<file path="config.mk">
export PLATFORM = sky130hd
export DESIGN_NAME = pllmode_ctrl
export DESIGN_NICKNAME = d
export VERILOG_FILES = /design/src/rtl/pllmode_pkg.sv /design/src/rtl/pllmode_edges.sv /design/src/rtl/pllmode_next.sv /design/src/rtl/pllmode_ctrl.sv
export SDC_FILE = /design/constraint.sdc
export NUM_CORES = 1
export LEC_CHECK = 0
export ABC_AREA = 1
export ABC_CLOCK_PERIOD_IN_PS = 1500
export BUFFER_PORTS_ARGS = -buffer_cell sky130_fd_sc_hd__buf_2
export CORE_AREA = 5 5 42 44
export DETAILED_ROUTE_END_ITERATION = 10
export DIE_AREA = 0 0 47 49
export GPL_TIMING_DRIVEN = 0
export PLACE_DENSITY = 0.74
export SLEW_MARGIN = 20
export SYNTH_ARGS = -nofsm -noshare
export SYNTH_HDL_FRONTEND = slang
export SYNTH_HIERARCHICAL = 1
export SYNTH_SLANG_ARGS = --single-unit
export TNS_END_PERCENT = 1
</file>
<file path="constraint.sdc">
create_clock -name clk -period 1.5 [get_ports clk]
set_input_delay 0.075 -clock clk [delete_from_list [all_inputs] [get_ports clk]]
set_output_delay 0.075 -clock clk [all_outputs]
set_load 0.01 [all_outputs]
</file>
<file path="src/rtl/pllmode_pkg.sv">
package pllmode_pkg;

  typedef enum logic [2:0] {
    ST_RESET    = 3'd0,
    ST_FREERUN  = 3'd1,
    ST_NORMAL   = 3'd2,
    ST_HOLDOVER = 3'd3,
    ST_AUTOHOLD = 3'd4
  } pll_state_e;

  localparam logic [1:0] MODE_LOCK = 2'b00;
  localparam logic [1:0] MODE_HOLD = 2'b01;
  localparam logic [1:0] MODE_FREE = 2'b10;
  localparam logic [1:0] MODE_KEEP = 2'b11;

  function automatic logic is_holding(input pll_state_e s);
    return (s == ST_HOLDOVER) || (s == ST_AUTOHOLD);
  endfunction

endpackage

</file>
<file path="src/rtl/pllmode_edges.sv">
module pllmode_edges #(
  parameter int SEL_W = 2
) (
  input  logic             clk,
  input  logic             rst,
  input  logic             ref_ok,
  input  logic [SEL_W-1:0] ref_sel,
  output logic             ok_rise,
  output logic             ok_fall,
  output logic             sel_chg
);
  logic             ok_q;
  logic [SEL_W-1:0] sel_q;

  // Registered copies are loaded during reset too, so no spurious edge at release.
  always_ff @(posedge clk) begin
    ok_q  <= ref_ok;
    sel_q <= ref_sel;
  end

  always_comb begin
    ok_rise = ~rst & ~ok_q & ref_ok;
    ok_fall = ~rst & ok_q & ~ref_ok;
    sel_chg = ~rst & (sel_q != ref_sel);
  end
endmodule

</file>
<file path="src/rtl/pllmode_next.sv">
module pllmode_next
  import pllmode_pkg::*;
(
  input  logic       rst,
  input  pll_state_e cur,
  input  logic [1:0] mode_sel,
  input  logic       ref_ok,
  input  logic       ok_rise,
  input  logic       ok_fall,
  input  logic       sel_chg,
  input  logic       ref_is_8k,
  output pll_state_e nxt
);
  always_comb begin
    nxt = cur;
    if (rst) begin
      nxt = ST_RESET;
    end else if (cur == ST_RESET) begin
      nxt = ST_FREERUN;
    end else if (mode_sel == MODE_FREE) begin
      nxt = ST_FREERUN;
    end else if (mode_sel != MODE_KEEP) begin
      unique case (cur)
        ST_FREERUN:
          if (mode_sel == MODE_LOCK) nxt = ST_NORMAL;
        ST_NORMAL:
          if (mode_sel == MODE_HOLD || sel_chg) nxt = ST_HOLDOVER;
          else if (ok_fall)                     nxt = ST_AUTOHOLD;
        ST_AUTOHOLD:
          if (mode_sel == MODE_HOLD || sel_chg) nxt = ST_HOLDOVER;
          else if (ok_rise)                     nxt = ref_is_8k ? ST_HOLDOVER : ST_NORMAL;
        ST_HOLDOVER:
          if (mode_sel == MODE_LOCK && ref_ok && !sel_chg) nxt = ST_NORMAL;
        default: nxt = ST_RESET;
      endcase
    end
  end
endmodule

</file>
<file path="src/rtl/pllmode_ctrl.sv">
module pllmode_ctrl
  import pllmode_pkg::*;
#(
  parameter int SEL_W    = 2,
  parameter int STATUS_W = 8,
  parameter int HOLD_BIT = 4
) (
  input  logic                clk,
  input  logic                rst,
  input  logic [1:0]          mode_sel,
  input  logic                ref_ok,
  input  logic [SEL_W-1:0]    ref_sel,
  input  logic                ref_is_8k,
  output logic [2:0]          state_o,
  output logic                holdover_o,
  output logic [STATUS_W-1:0] status_o,
  output logic                freeze_o,
  output logic                resume_o
);
  localparam int HB = (HOLD_BIT < STATUS_W) ? HOLD_BIT : STATUS_W - 1;

  logic       ok_rise, ok_fall, sel_chg;
  pll_state_e state_q, nxt;
  logic       hold_q, freeze_q, resume_q;
  logic [STATUS_W-1:0] status_q;

  pllmode_edges #(.SEL_W(SEL_W)) u_edges (
    .clk(clk), .rst(rst), .ref_ok(ref_ok), .ref_sel(ref_sel),
    .ok_rise(ok_rise), .ok_fall(ok_fall), .sel_chg(sel_chg)
  );

  pllmode_next u_next (
    .rst(rst), .cur(state_q), .mode_sel(mode_sel), .ref_ok(ref_ok),
    .ok_rise(ok_rise), .ok_fall(ok_fall), .sel_chg(sel_chg),
    .ref_is_8k(ref_is_8k), .nxt(nxt)
  );

  // All outputs are decoded from the next state so they move with state_q.
  always_ff @(posedge clk) begin
    state_q      <= nxt;
    hold_q       <= is_holding(nxt);
    freeze_q     <= is_holding(nxt) & ~is_holding(state_q);
    resume_q     <= (nxt == ST_NORMAL) & is_holding(state_q);
    status_q     <= '0;
    status_q[HB] <= is_holding(nxt);
  end

  assign state_o    = state_q;
  assign holdover_o = hold_q;
  assign status_o   = status_q;
  assign freeze_o   = freeze_q;
  assign resume_o   = resume_q;
endmodule

</file>
==> results of run 1 <==
registers in the layout (all words and copies together) (netlist names):
| register | count |
|---|---|
| u_edges/sel_q | 2 |
| resume_o | 1 |
| freeze_o | 1 |
| status_o | 1 |
| state_o | 3 |
| u_edges/ok_q | 1 |
final timing paths:
check | to | slack, ns | depth (start not counted)
setup reg to reg | status_o[4]$_DFF_P_ | -0.02 | 15
hold reg to reg | resume_o$_DFF_P_ | 0.55 | 2
setup / recovery | status_o[4]$_DFF_P_ | -0.02 | 15
hold / removal | state_o[2]$_DFF_P_ | 0.11 | 2
per-layer routing:
metal | GRT usage, % | wire [um] | up-vias
li1 | - | - | 338
met2 | 18.1 | 559 | 12
met3 | 2.95 | 58 | 2
met4 | 9.68 | 28 | 0
met1 | 15.6 | 527 | 267
met5 | 0 | 0 | -
power by group through the flow:
stage                     sequential [mW]  clock [mW]  combinational (mW)
final                               0.266       0.185               0.140
after global routing                0.268       0.213               0.160
after CTS                           0.265       0.194               0.139
after detailed placement            0.270           0               0.130
after global placement              0.270           0               0.127
after floorplan                     0.273           0              0.0890
what timing repair did:
action | in CTS | in global routing
endpoints found under the hold margin | 3 | 0
hold buffers | 3 | 0
gates resized for setup | 5 | 2
pin swaps | 0 | 0
setup endpoints to repair | 2 | 3
final cells by class:
type | count | area, um2
multi-input combinational | 69 | 314
inverter | 19 | 73.8
timing repair buffer | 17 | 100
tap | 16 | 20.0
buffer | 8 | 60.1
clock buffer | 4 | 26.3
fill | 156 | 623
sequential | 9 | 184
cell usage in the layout, fill, tap and decap left out, types with 2 or more instances in the layout:
cell	instances
clkbuf_4	3
conb_1	7
a21oi_2	5
dlygate4sd3_1	3
nor2_2	3
nand3_1	9
nand2_2	2
dfxtp_2	3
nor2_1	4
buf_4	8
dfxtp_1	6
buf_2	14
nand2_1	35
inv_1	15
inv_2	2
logic make-up (layout without fill, tap and decap cells):
family,after synthesis,after routing,share of synthesized area [%]
AO/OA/AOI/OAI,8,8,8.25
buffers and inverters,27,48,22.6
flip-flops,9,9,30.4
other,1,7,0.634
AND/OR/NAND/NOR,54,54,38.1
stage by stage:
step           instance area (um2)  instances  setup TNS [ns]  power [mW]  util (%)
2_1_floorplan                  614        105               0       0.362         -
3_3_place_gp                   704        135         -0.0710       0.397      50.3
3_5_place_dp                   704        135          -0.172       0.400      50.3
4_1_cts                        772        142        -0.00947       0.598      55.1
5_1_grt                        778        142          -0.462       0.642      55.5
6_report                       778        142         -0.0256       0.591      55.5
critical path, cell delays in order (launching register included):
cell,delay [ns]
dfxtp_2,0.32
inv_1,0.03
nand2_1,0.05
nand2_1,0.06
a21oi_2,0.17
a21oi_2,0.06
nand2_1,0.06
nand2_1,0.04
nand3_1,0.08
nand2_1,0.06
a21oi_2,0.19
inv_1,0.06
nand2_1,0.06
nand2_1,0.05
nand2_2,0.07
inv_1,0.04
==> impl_metrics.env, run 1 <==
export IMPL_syn_area_um2=592
export IMPL_p_seq_share_pct=45.0
export IMPL_synth_ff_type="dfxtp_1"
export IMPL_hpwl_um=938
export IMPL_pre_cts_slack_ns=-0.0926
export IMPL_startpoint_type="flip-flop"
export IMPL_area_growth_pct=31.5
export IMPL_critical_path_arrival_ns=1.68
export IMPL_cap_violations=0
export IMPL_num_vias=619
export IMPL_diodes=0
export IMPL_rsz0062_at_grt="true"
export IMPL_finalCritPeriodShare_pct=101
export IMPL_root_buffer="clkbuf_4"
export IMPL_vias_per_cell=4.36
export IMPL_worstSetupStartpoint="u_edges/sel_q[1]$_DFF_P_"
export IMPL_syn_inst=99
export IMPL_violations="setup timing"
export IMPL_ys_seq_elements=9
export IMPL_drv_slew=0
export IMPL_skew_ns=0.00409
export IMPL_ys_warn_count=6
export IMPL_synth_most_common_cell="nand2_1"
export IMPL_gp_congestion=0.831
export IMPL_core_area_um2=1400
export IMPL_required_ns=1.66
export IMPL_synth_commonest_cells="35 x nand2_1, 15 x inv_1, 9 x dfxtp_1, 9 x nand3_1, 8 x buf_4"
export IMPL_syn_avg_cell_area_um2=5.98
export IMPL_grt_start_max_net_pins=10
export IMPL_grt_pass1_wl_um=2170
export IMPL_path_class="reg -> reg"
export IMPL_cts_max_level=1
export IMPL_seq_area_frac_synth_pct=30.4
export IMPL_hold_slack_ns=0.112
export IMPL_drc_errors=0
export IMPL_p_leak_nw=0.434
export IMPL_final_antenna_net_count=0
export IMPL_synth_async_sr_flop_share_pct=0
export IMPL_path_clk_slew_ns=0.06
export IMPL_finalWorstSetupSlack_ns=-0.0193
export IMPL_outcome="finished, violations left"
export IMPL_nets=135
export IMPL_end_kind="flip-flop"
export IMPL_ir_drop_uv=436
export IMPL_cts_sinks=9
export IMPL_grt_overflow_total=0
export IMPL_cp_max_fo=4
export IMPL_fmax_mhz=658
export IMPL_numCtsBuffers=3
export IMPL_ioPinCount=22
export IMPL_reg2reg_from="u_edges/sel_q[1]$_DFF_P_"
export IMPL_dieArea_um2=2300
export IMPL_synth_edf_count=0
export IMPL_first_pass_iters=4
export IMPL_clk_path_buf_depth=2
export IMPL_yosys_area_top_type="dfxtp_1"
export IMPL_gr_usage_all_layers_pct=12.7
export IMPL_hp_start="rst"
export IMPL_port_buffers=14
export IMPL_die_y_um=49
export IMPL_clock_latency_ns=0.26
export IMPL_p_per_area_nw_per_um2=759
export IMPL_antenna_found_initial=0
export IMPL_internal_power_uw=418
export IMPL_hold_viol=0
export IMPL_setup_violations=2
export IMPL_drive_above_1_share_pct=32.5
export IMPL_cts_tree="built"
export IMPL_yosys_top_cells_area="dfxtp_1 30%, nand2_1 22%, buf_4 10%, inv_1 9.5%, nand3_1 7.6%"
export IMPL_switching_share_pct=29.2
export IMPL_synth_top_area_share_pct=30.4
export IMPL_min_period_ns=1.52
export IMPL_drt_iter0_drc=12
export IMPL_grt_pass1_vias=541
export IMPL_die_w_um=47
export IMPL_postCtsSetupBuffers=0
export IMPL_netlist_cell_type_count=17
export IMPL_hp_class="in -> reg"
export IMPL_rows=14
export IMPL_p_switching_uw=173
export IMPL_drt_total_wl_um=1180
export IMPL_clockPowerShare_pct=31.3
export IMPL_comb_power_share_pct=23.7
export IMPL_start_util_pct=42.2
export IMPL_wl_per_cell_um=8.27
Note: power is estimated with default switching activity, not from simulation.
==> run 2, diff against run 1 <==
--- a/config.mk
+++ b/config.mk
@@ -8,11 +8,12 @@
 export ABC_AREA = 1
 export ABC_CLOCK_PERIOD_IN_PS = 1500
 export BUFFER_PORTS_ARGS = -buffer_cell sky130_fd_sc_hd__buf_2
-export CORE_AREA = 5 5 42 44
+export CORE_MARGIN = 5
+export CORE_UTILIZATION = 40
 export DETAILED_ROUTE_END_ITERATION = 10
-export DIE_AREA = 0 0 47 49
 export GPL_TIMING_DRIVEN = 0
-export PLACE_DENSITY = 0.74
+export PLACE_DENSITY = 0.68
+export SETUP_SLACK_MARGIN = 0.15
 export SLEW_MARGIN = 20
 export SYNTH_ARGS = -nofsm -noshare
 export SYNTH_HDL_FRONTEND = slang
==> run 2 against run 1 <==
The run still ends with setup timing left. Utilization up 3.4 points. Largest cell class unchanged. Sequential cell count unchanged. Critical path type unchanged. Register-to-register slack worse by 0.02 ns. Largest power group unchanged. Final area up 2.3%.
==> impl_metrics.env, run 2 (synthesis results as in run 1) <==
export IMPL_outcome="finished, violations left"
export IMPL_violations="setup timing"
export IMPL_min_to="state_o[0]$_DFF_P_"
export IMPL_gr_usage_all_layers_pct=12.2
export IMPL_finalCritPeriodShare_pct=103
export IMPL_largest_reg_flops=3
export IMPL_hpwl_um=989
export IMPL_cp_max_fo=7
export IMPL_critical_path_arrival_ns=1.71
export IMPL_drt_iter0_drc=12
export IMPL_crit_path_max_incr_delay_ns=0.39
export IMPL_num_vias=624
export IMPL_p_per_area_nw_per_um2=763
export IMPL_crit_chain="inv_4 > nand3_1 > o22ai_1 > nand3_1 > a21oi_1 > inv_1 > nand2_1 > nand2_1 > nand2_2 > inv_1"
export IMPL_clk_path_buf_depth=2
export IMPL_whs_path_depth=2
export IMPL_setup_violations=2
export IMPL_grt_start_max_net_pins=10
export IMPL_rsz0062_at_grt="true"
export IMPL_rows=13
export IMPL_hp_start="rst"
export IMPL_crit_buf_inv=3
export IMPL_min_period_ns=1.54
export IMPL_drt_total_wl_um=1340
export IMPL_finalWorstSetupSlack_ns=-0.0395
export IMPL_final_cell_mix="34 x nand2_1, 14 x inv_1, 14 x buf_2"
export IMPL_core_area_um2=1350
export IMPL_cts_tree="built"
export IMPL_drc_errors=0
export IMPL_cts_max_level=1
export IMPL_vias_per_cell=4.39
export IMPL_clock_latency_ns=0.26
export IMPL_place_inst=134
export IMPL_grt_pass1_wl_um=2260
export IMPL_cts_sinks=9
export IMPL_hold_viol=0
export IMPL_wl_per_cell_um=9.40
export IMPL_startpoint_type="flip-flop"
export IMPL_instances_no_fill=142
export IMPL_nets=136
export IMPL_numCtsBuffers=3
export IMPL_antenna_found_initial=0
export IMPL_grt_pass1_vias=514
export IMPL_die_y_um=48.5
export IMPL_fmax_mhz=650
export IMPL_area_growth_pct=34.5
export IMPL_critPathSlowestCell="dfxtp_1"
export IMPL_required_ns=1.67
export IMPL_path_class="reg -> reg"
export IMPL_rr_endpoint="status_o[4]$_DFF_P_"
export IMPL_grt_overflow_total=0
export IMPL_crit_family="compound AO/OA/AOI/OAI gates"
export IMPL_cap_violations=0
export IMPL_layout_commonest_cell="nand2_1"
export IMPL_skew_ns=0.00328
export IMPL_place_area_um2=708
export IMPL_fin_area_um2=796
export IMPL_ioPinCount=22
export IMPL_reg2reg_slack_ns=-0.04
export IMPL_die_w_um=48.5
export IMPL_p_leak_nw=0.445
export IMPL_hp_class="in -> reg"
export IMPL_root_buffer="clkbuf_4"
export IMPL_diodes=0
export IMPL_gp_congestion=0.848
export IMPL_drv_slew=0
export IMPL_ir_drop_uv=566
export IMPL_reg2reg_from="state_o[0]$_DFF_P_"
export IMPL_first_pass_iters=4
export IMPL_port_buffers=14
export IMPL_final_antenna_net_count=0
export IMPL_drive_above_1_share_pct=34.6
export IMPL_dieArea_um2=2350
export IMPL_reg2reg_depth=10
export IMPL_end_kind="flip-flop"
export IMPL_start_util_pct=43.8
export IMPL_path_clk_slew_ns=0.07
-- run 2: worst register-to-register path: cells and delay by family (launching register included) --
kind / cells / cell delay (ns)
AO/OA/AOI/OAI: 2 / 0.42
buffers and inverters: 3 / 0.24
flip-flops: 1 / 0.39
AND/OR/NAND/NOR: 5 / 0.39
-- run 2: how the worst max path moves through the flow --
| stage | cells past startpoint | start | slack, ns | endpoint |
|---|---|---|---|---|
| 6_report | 10 | state_o[0]$_DFF_P_ | -0.04 | status_o[4]$_DFF_P_ |
| 3_3_place_gp | 15 | u_edges/sel_q[1]$_DFF_P_ | 0.005 | status_o[4]$_DFF_P_ |
| 2_1_floorplan | 15 | u_edges/sel_q[1]$_DFF_P_ | 0.13 | status_o[4]$_DFF_P_ |
| 3_5_place_dp | 15 | u_edges/sel_q[1]$_DFF_P_ | -0.05 | status_o[4]$_DFF_P_ |
| 4_1_cts | 15 | u_edges/sel_q[1]$_DFF_P_ | -0.06 | status_o[4]$_DFF_P_ |
| 5_1_grt | 15 | u_edges/sel_q[1]$_DFF_P_ | -0.19 | status_o[4]$_DFF_P_ |
-- run 2: cell type report --
class | instances | area [um2]
multi-input combinational | 69 | 325
tap | 15 | 18.8
clock buffer | 4 | 26.3
timing repair buffer | 18 | 108
sequential | 9 | 184
buffer | 8 | 60.1
fill | 138 | 554
inverter | 19 | 73.8
-- run 2: routing by layer --
metal,routed length [um],vias up,part of all wire [%],track usage (%)
met3,89,2,6.7,4.59
met2,652,16,49,17.4
met1,579,261,43,14.5
li1,-,345,-,-
met5,0,-,0,0
met4,14,0,1.0,9.42
-- run 2: what timing repair did --
item,4_1_cts,5_1_grt
hold buffers,3,0
pin swaps,2,9
gates resized for setup,3,5
endpoints found under the hold margin,3,0
setup buffers,0,1
endpoints found under the setup margin,3,5
-- run 2: per-stage QoR --
stage	power [mW]	utilization (%)	TNS, ns	setup WS, ns	hold WS (ns)
finish	0.607	58.9	-0.0731	-0.0395	0.126
detailed placement	0.403	52.5	-0.0937	-0.0501	0.205
global route	0.660	58.9	-0.462	-0.188	0.123
global placement	0.399	52.5	0	0.00452	0.204
CTS	0.611	57.2	-0.108	-0.0572	0.0895
floorplan	0.363	-	0	0.129	0.103
-- run 2: power by group --
| part | internal, mW | switching, mW |
|---|---|---|
| Clock | 0.103 | 0.0914 |
| Sequential | 0.254 | 0.0125 |
| Combinational | 0.0652 | 0.0817 |
==> run 3, diff against run 2 <==
--- a/config.mk
+++ b/config.mk
@@ -13,6 +13,7 @@
 export DETAILED_ROUTE_END_ITERATION = 10
 export GPL_TIMING_DRIVEN = 0
 export PLACE_DENSITY = 0.68
+export REMOVE_ABC_BUFFERS = 1
 export SETUP_SLACK_MARGIN = 0.15
 export SLEW_MARGIN = 20
 export SYNTH_ARGS = -nofsm -noshare
==> run 3 against run 2 <==
Critical path depth up 4. The run now ends clean. Sequential share of layout area up 1.4 points. Clock skew down 0.0015 ns. Utilization down 2.7 points. Critical path type unchanged. Register-to-register slack better by 0.05 ns. Global-route usage down 1.6 points. Sequential power about the same. Worst setup slack better by 0.053 ns. Clock-buffer cell count unchanged. Largest power group unchanged.
==> impl_metrics.env, run 3 (synthesis results as in run 1) <==
export IMPL_area_growth_pct=28.3
export IMPL_crit_path_max_incr_delay_ns=0.33
export IMPL_crit_chain="inv_2 > nand2_2 > nand2_2 > a21oi_4 > inv_1 > nand3_1 > nand2_1 > nand2_1 > nand2_1 > a21oi_2 > inv_1 > nand2_1 > nand2_2 > nor2_2"
export IMPL_path_clk_slew_ns=0.06
export IMPL_rr_endpoint="freeze_o$_DFF_P_"
export IMPL_finalWorstSetupSlack_ns=0.0130
export IMPL_drv_slew=0
export IMPL_drc_errors=0
export IMPL_min_to="state_o[2]$_DFF_P_"
export IMPL_gp_congestion=0.836
export IMPL_final_cell_mix="30 x nand2_1, 14 x buf_2, 13 x inv_1"
export IMPL_gr_usage_all_layers_pct=10.7
export IMPL_p_per_area_nw_per_um2=778
export IMPL_root_buffer="clkbuf_4"
export IMPL_whs_path_depth=2
export IMPL_switching_share_pct=30.7
export IMPL_hold_viol=0
export IMPL_drt_iter0_drc=11
export IMPL_instances_no_fill=134
export IMPL_port_buffers=14
export IMPL_numCtsBuffers=3
export IMPL_grt_start_max_net_pins=10
export IMPL_reg2reg_slack_ns=0.01
export IMPL_fillers=148
export IMPL_p_leak_nw=0.404
export IMPL_final_antenna_net_count=0
export IMPL_clk_path_buf_depth=2
export IMPL_startpoint_type="flip-flop"
export IMPL_pre_cts_slack_ns=-0.113
export IMPL_hp_start="rst"
export IMPL_min_period_ns=1.49
export IMPL_wl_per_cell_um=9.72
export IMPL_path_class="reg -> reg"
export IMPL_cp_max_fo=3
export IMPL_multi_input_area_um2=347
export IMPL_hp_class="in -> reg"
export IMPL_setup_violations=0
export IMPL_ir_drop_uv=533
export IMPL_first_pass_iters=4
export IMPL_rows=13
export IMPL_p_seq_share_pct=45.3
export IMPL_place_area_um2=643
export IMPL_required_ns=1.70
export IMPL_grt_overflow_total=0
export IMPL_skew_ns=0.00180
export IMPL_die_w_um=48.5
export IMPL_fmax_mhz=672
export IMPL_vias_per_cell=4.46
export IMPL_clockPowerShare_pct=31.8
export IMPL_internal_power_uw=410
export IMPL_reg2reg_depth=14
export IMPL_core_area_um2=1350
export IMPL_rsz0062_at_grt="true"
export IMPL_start_util_pct=43.8
export IMPL_reg2reg_from="u_edges/sel_q[1]$_DFF_P_"
export IMPL_setup_tns_ns=0
export IMPL_crit_top_cell="nand2_1"
export IMPL_grt_pass1_vias=500
export IMPL_finalCritPeriodShare_pct=99.1
export IMPL_report_power_total_uw=591
export IMPL_clock_latency_ns=0.26
export IMPL_fin_area_um2=759
export IMPL_p_switching_uw=181
export IMPL_cap_violations=0
export IMPL_end_kind="flip-flop"
export IMPL_num_vias=597
export IMPL_drive_above_1_share_pct=37.0
export IMPL_die_y_um=48.5
export IMPL_diodes=0
export IMPL_drt_total_wl_um=1300
export IMPL_cts_sinks=9
export IMPL_hpwl_um=927
export IMPL_nets=128
export IMPL_dieArea_um2=2350
export IMPL_place_inst=126
export IMPL_critical_path_arrival_ns=1.68
export IMPL_comb_power_share_pct=22.9
export IMPL_ioPinCount=22
export IMPL_antenna_found_initial=0
export IMPL_regArea_um2=186
export IMPL_layout_commonest_cell="nand2_1"
export IMPL_largest_reg_flops=3
export IMPL_cts_tree="built"
export IMPL_outcome="finished, final reports clean"
export IMPL_cts_max_level=1
export IMPL_grt_pass1_wl_um=1990
export IMPL_critPathSlowestCell="dfxtp_2"
==> run 3: cell types whose count changed in the layout (fill, tap and decap cells not counted), sizes merged <==
cell / delta
buf: -8
==> run 3: cell type report <==
cell class	instances	area share [%]
clock buffer	4	3.46
inverter	19	9.72
multi-input combinational	69	45.6
sequential	9	24.5
tap	15	2.47
timing repair buffer	18	14.2
==> run 3: worst max-delay path by stage <==
| stage | from | endpoint | slack [ns] | cells past startpoint |
|---|---|---|---|---|
| after floorplan | u_edges/sel_q[1]$_DFF_P_ | status_o[4]$_DFF_P_ | 0.08 | 15 |
| after global placement | u_edges/sel_q[1]$_DFF_P_ | status_o[4]$_DFF_P_ | -0.05 | 15 |
| after detailed placement | u_edges/sel_q[1]$_DFF_P_ | freeze_o$_DFF_P_ | -0.11 | 15 |
| after CTS | u_edges/sel_q[0]$_DFF_P_ | status_o[4]$_DFF_P_ | -0.03 | 15 |
| after global routing | u_edges/sel_q[1]$_DFF_P_ | freeze_o$_DFF_P_ | -0.12 | 14 |
| final | u_edges/sel_q[1]$_DFF_P_ | freeze_o$_DFF_P_ | 0.01 | 14 |
==> run 3: what timing repair did <==
| item | 4_1_cts | 5_1_grt |
|---|---|---|
| endpoints found under the hold margin | 3 | 0 |
| setup buffers | 0 | 1 |
| setup endpoints to repair | 3 | 5 |
| pin swaps | 5 | 6 |
| hold buffers | 3 | 0 |
| gates resized for setup | 6 | 13 |
| cloned | 0 | 0 |
==> run 3: power by group through the flow <==
stage / sequential [mW] / clock [mW] / combinational, mW
6_report: 0.268 / 0.188 / 0.135
5_1_grt: 0.270 / 0.216 / 0.151
4_1_cts: 0.266 / 0.197 / 0.122
3_5_place_dp: 0.271 / 0 / 0.113
3_3_place_gp: 0.270 / 0 / 0.111
2_1_floorplan: 0.275 / 0 / 0.0702
==> run 3: critical path, delay by kind of cell, from the launching register on <==
family                 cells  cell delay (ns)
flip-flops                 1             0.33
AO/OA/AOI/OAI              2             0.33
buffers and inverters      3             0.18
AND/OR/NAND/NOR            9             0.60
==> run 3: per-layer routing <==
metal | share of wire [%] | vias to the layer above | track usage [%]
li1 | - | 327 | -
met1 | 45 | 257 | 11.6
met2 | 48 | 11 | 17.6
met3 | 4.9 | 2 | 3.36
met4 | 1.5 | 0 | 6.73
met5 | 0 | - | 0
==> run 3: metrics by stage <==
stage                     hold slack, ns  utilization [%]
after CTS                          0.105             52.8
after floorplan                    0.103                -
after detailed placement           0.209             47.6
after global placement             0.204             47.6
final                              0.140             56.3
after global routing               0.147             56.3
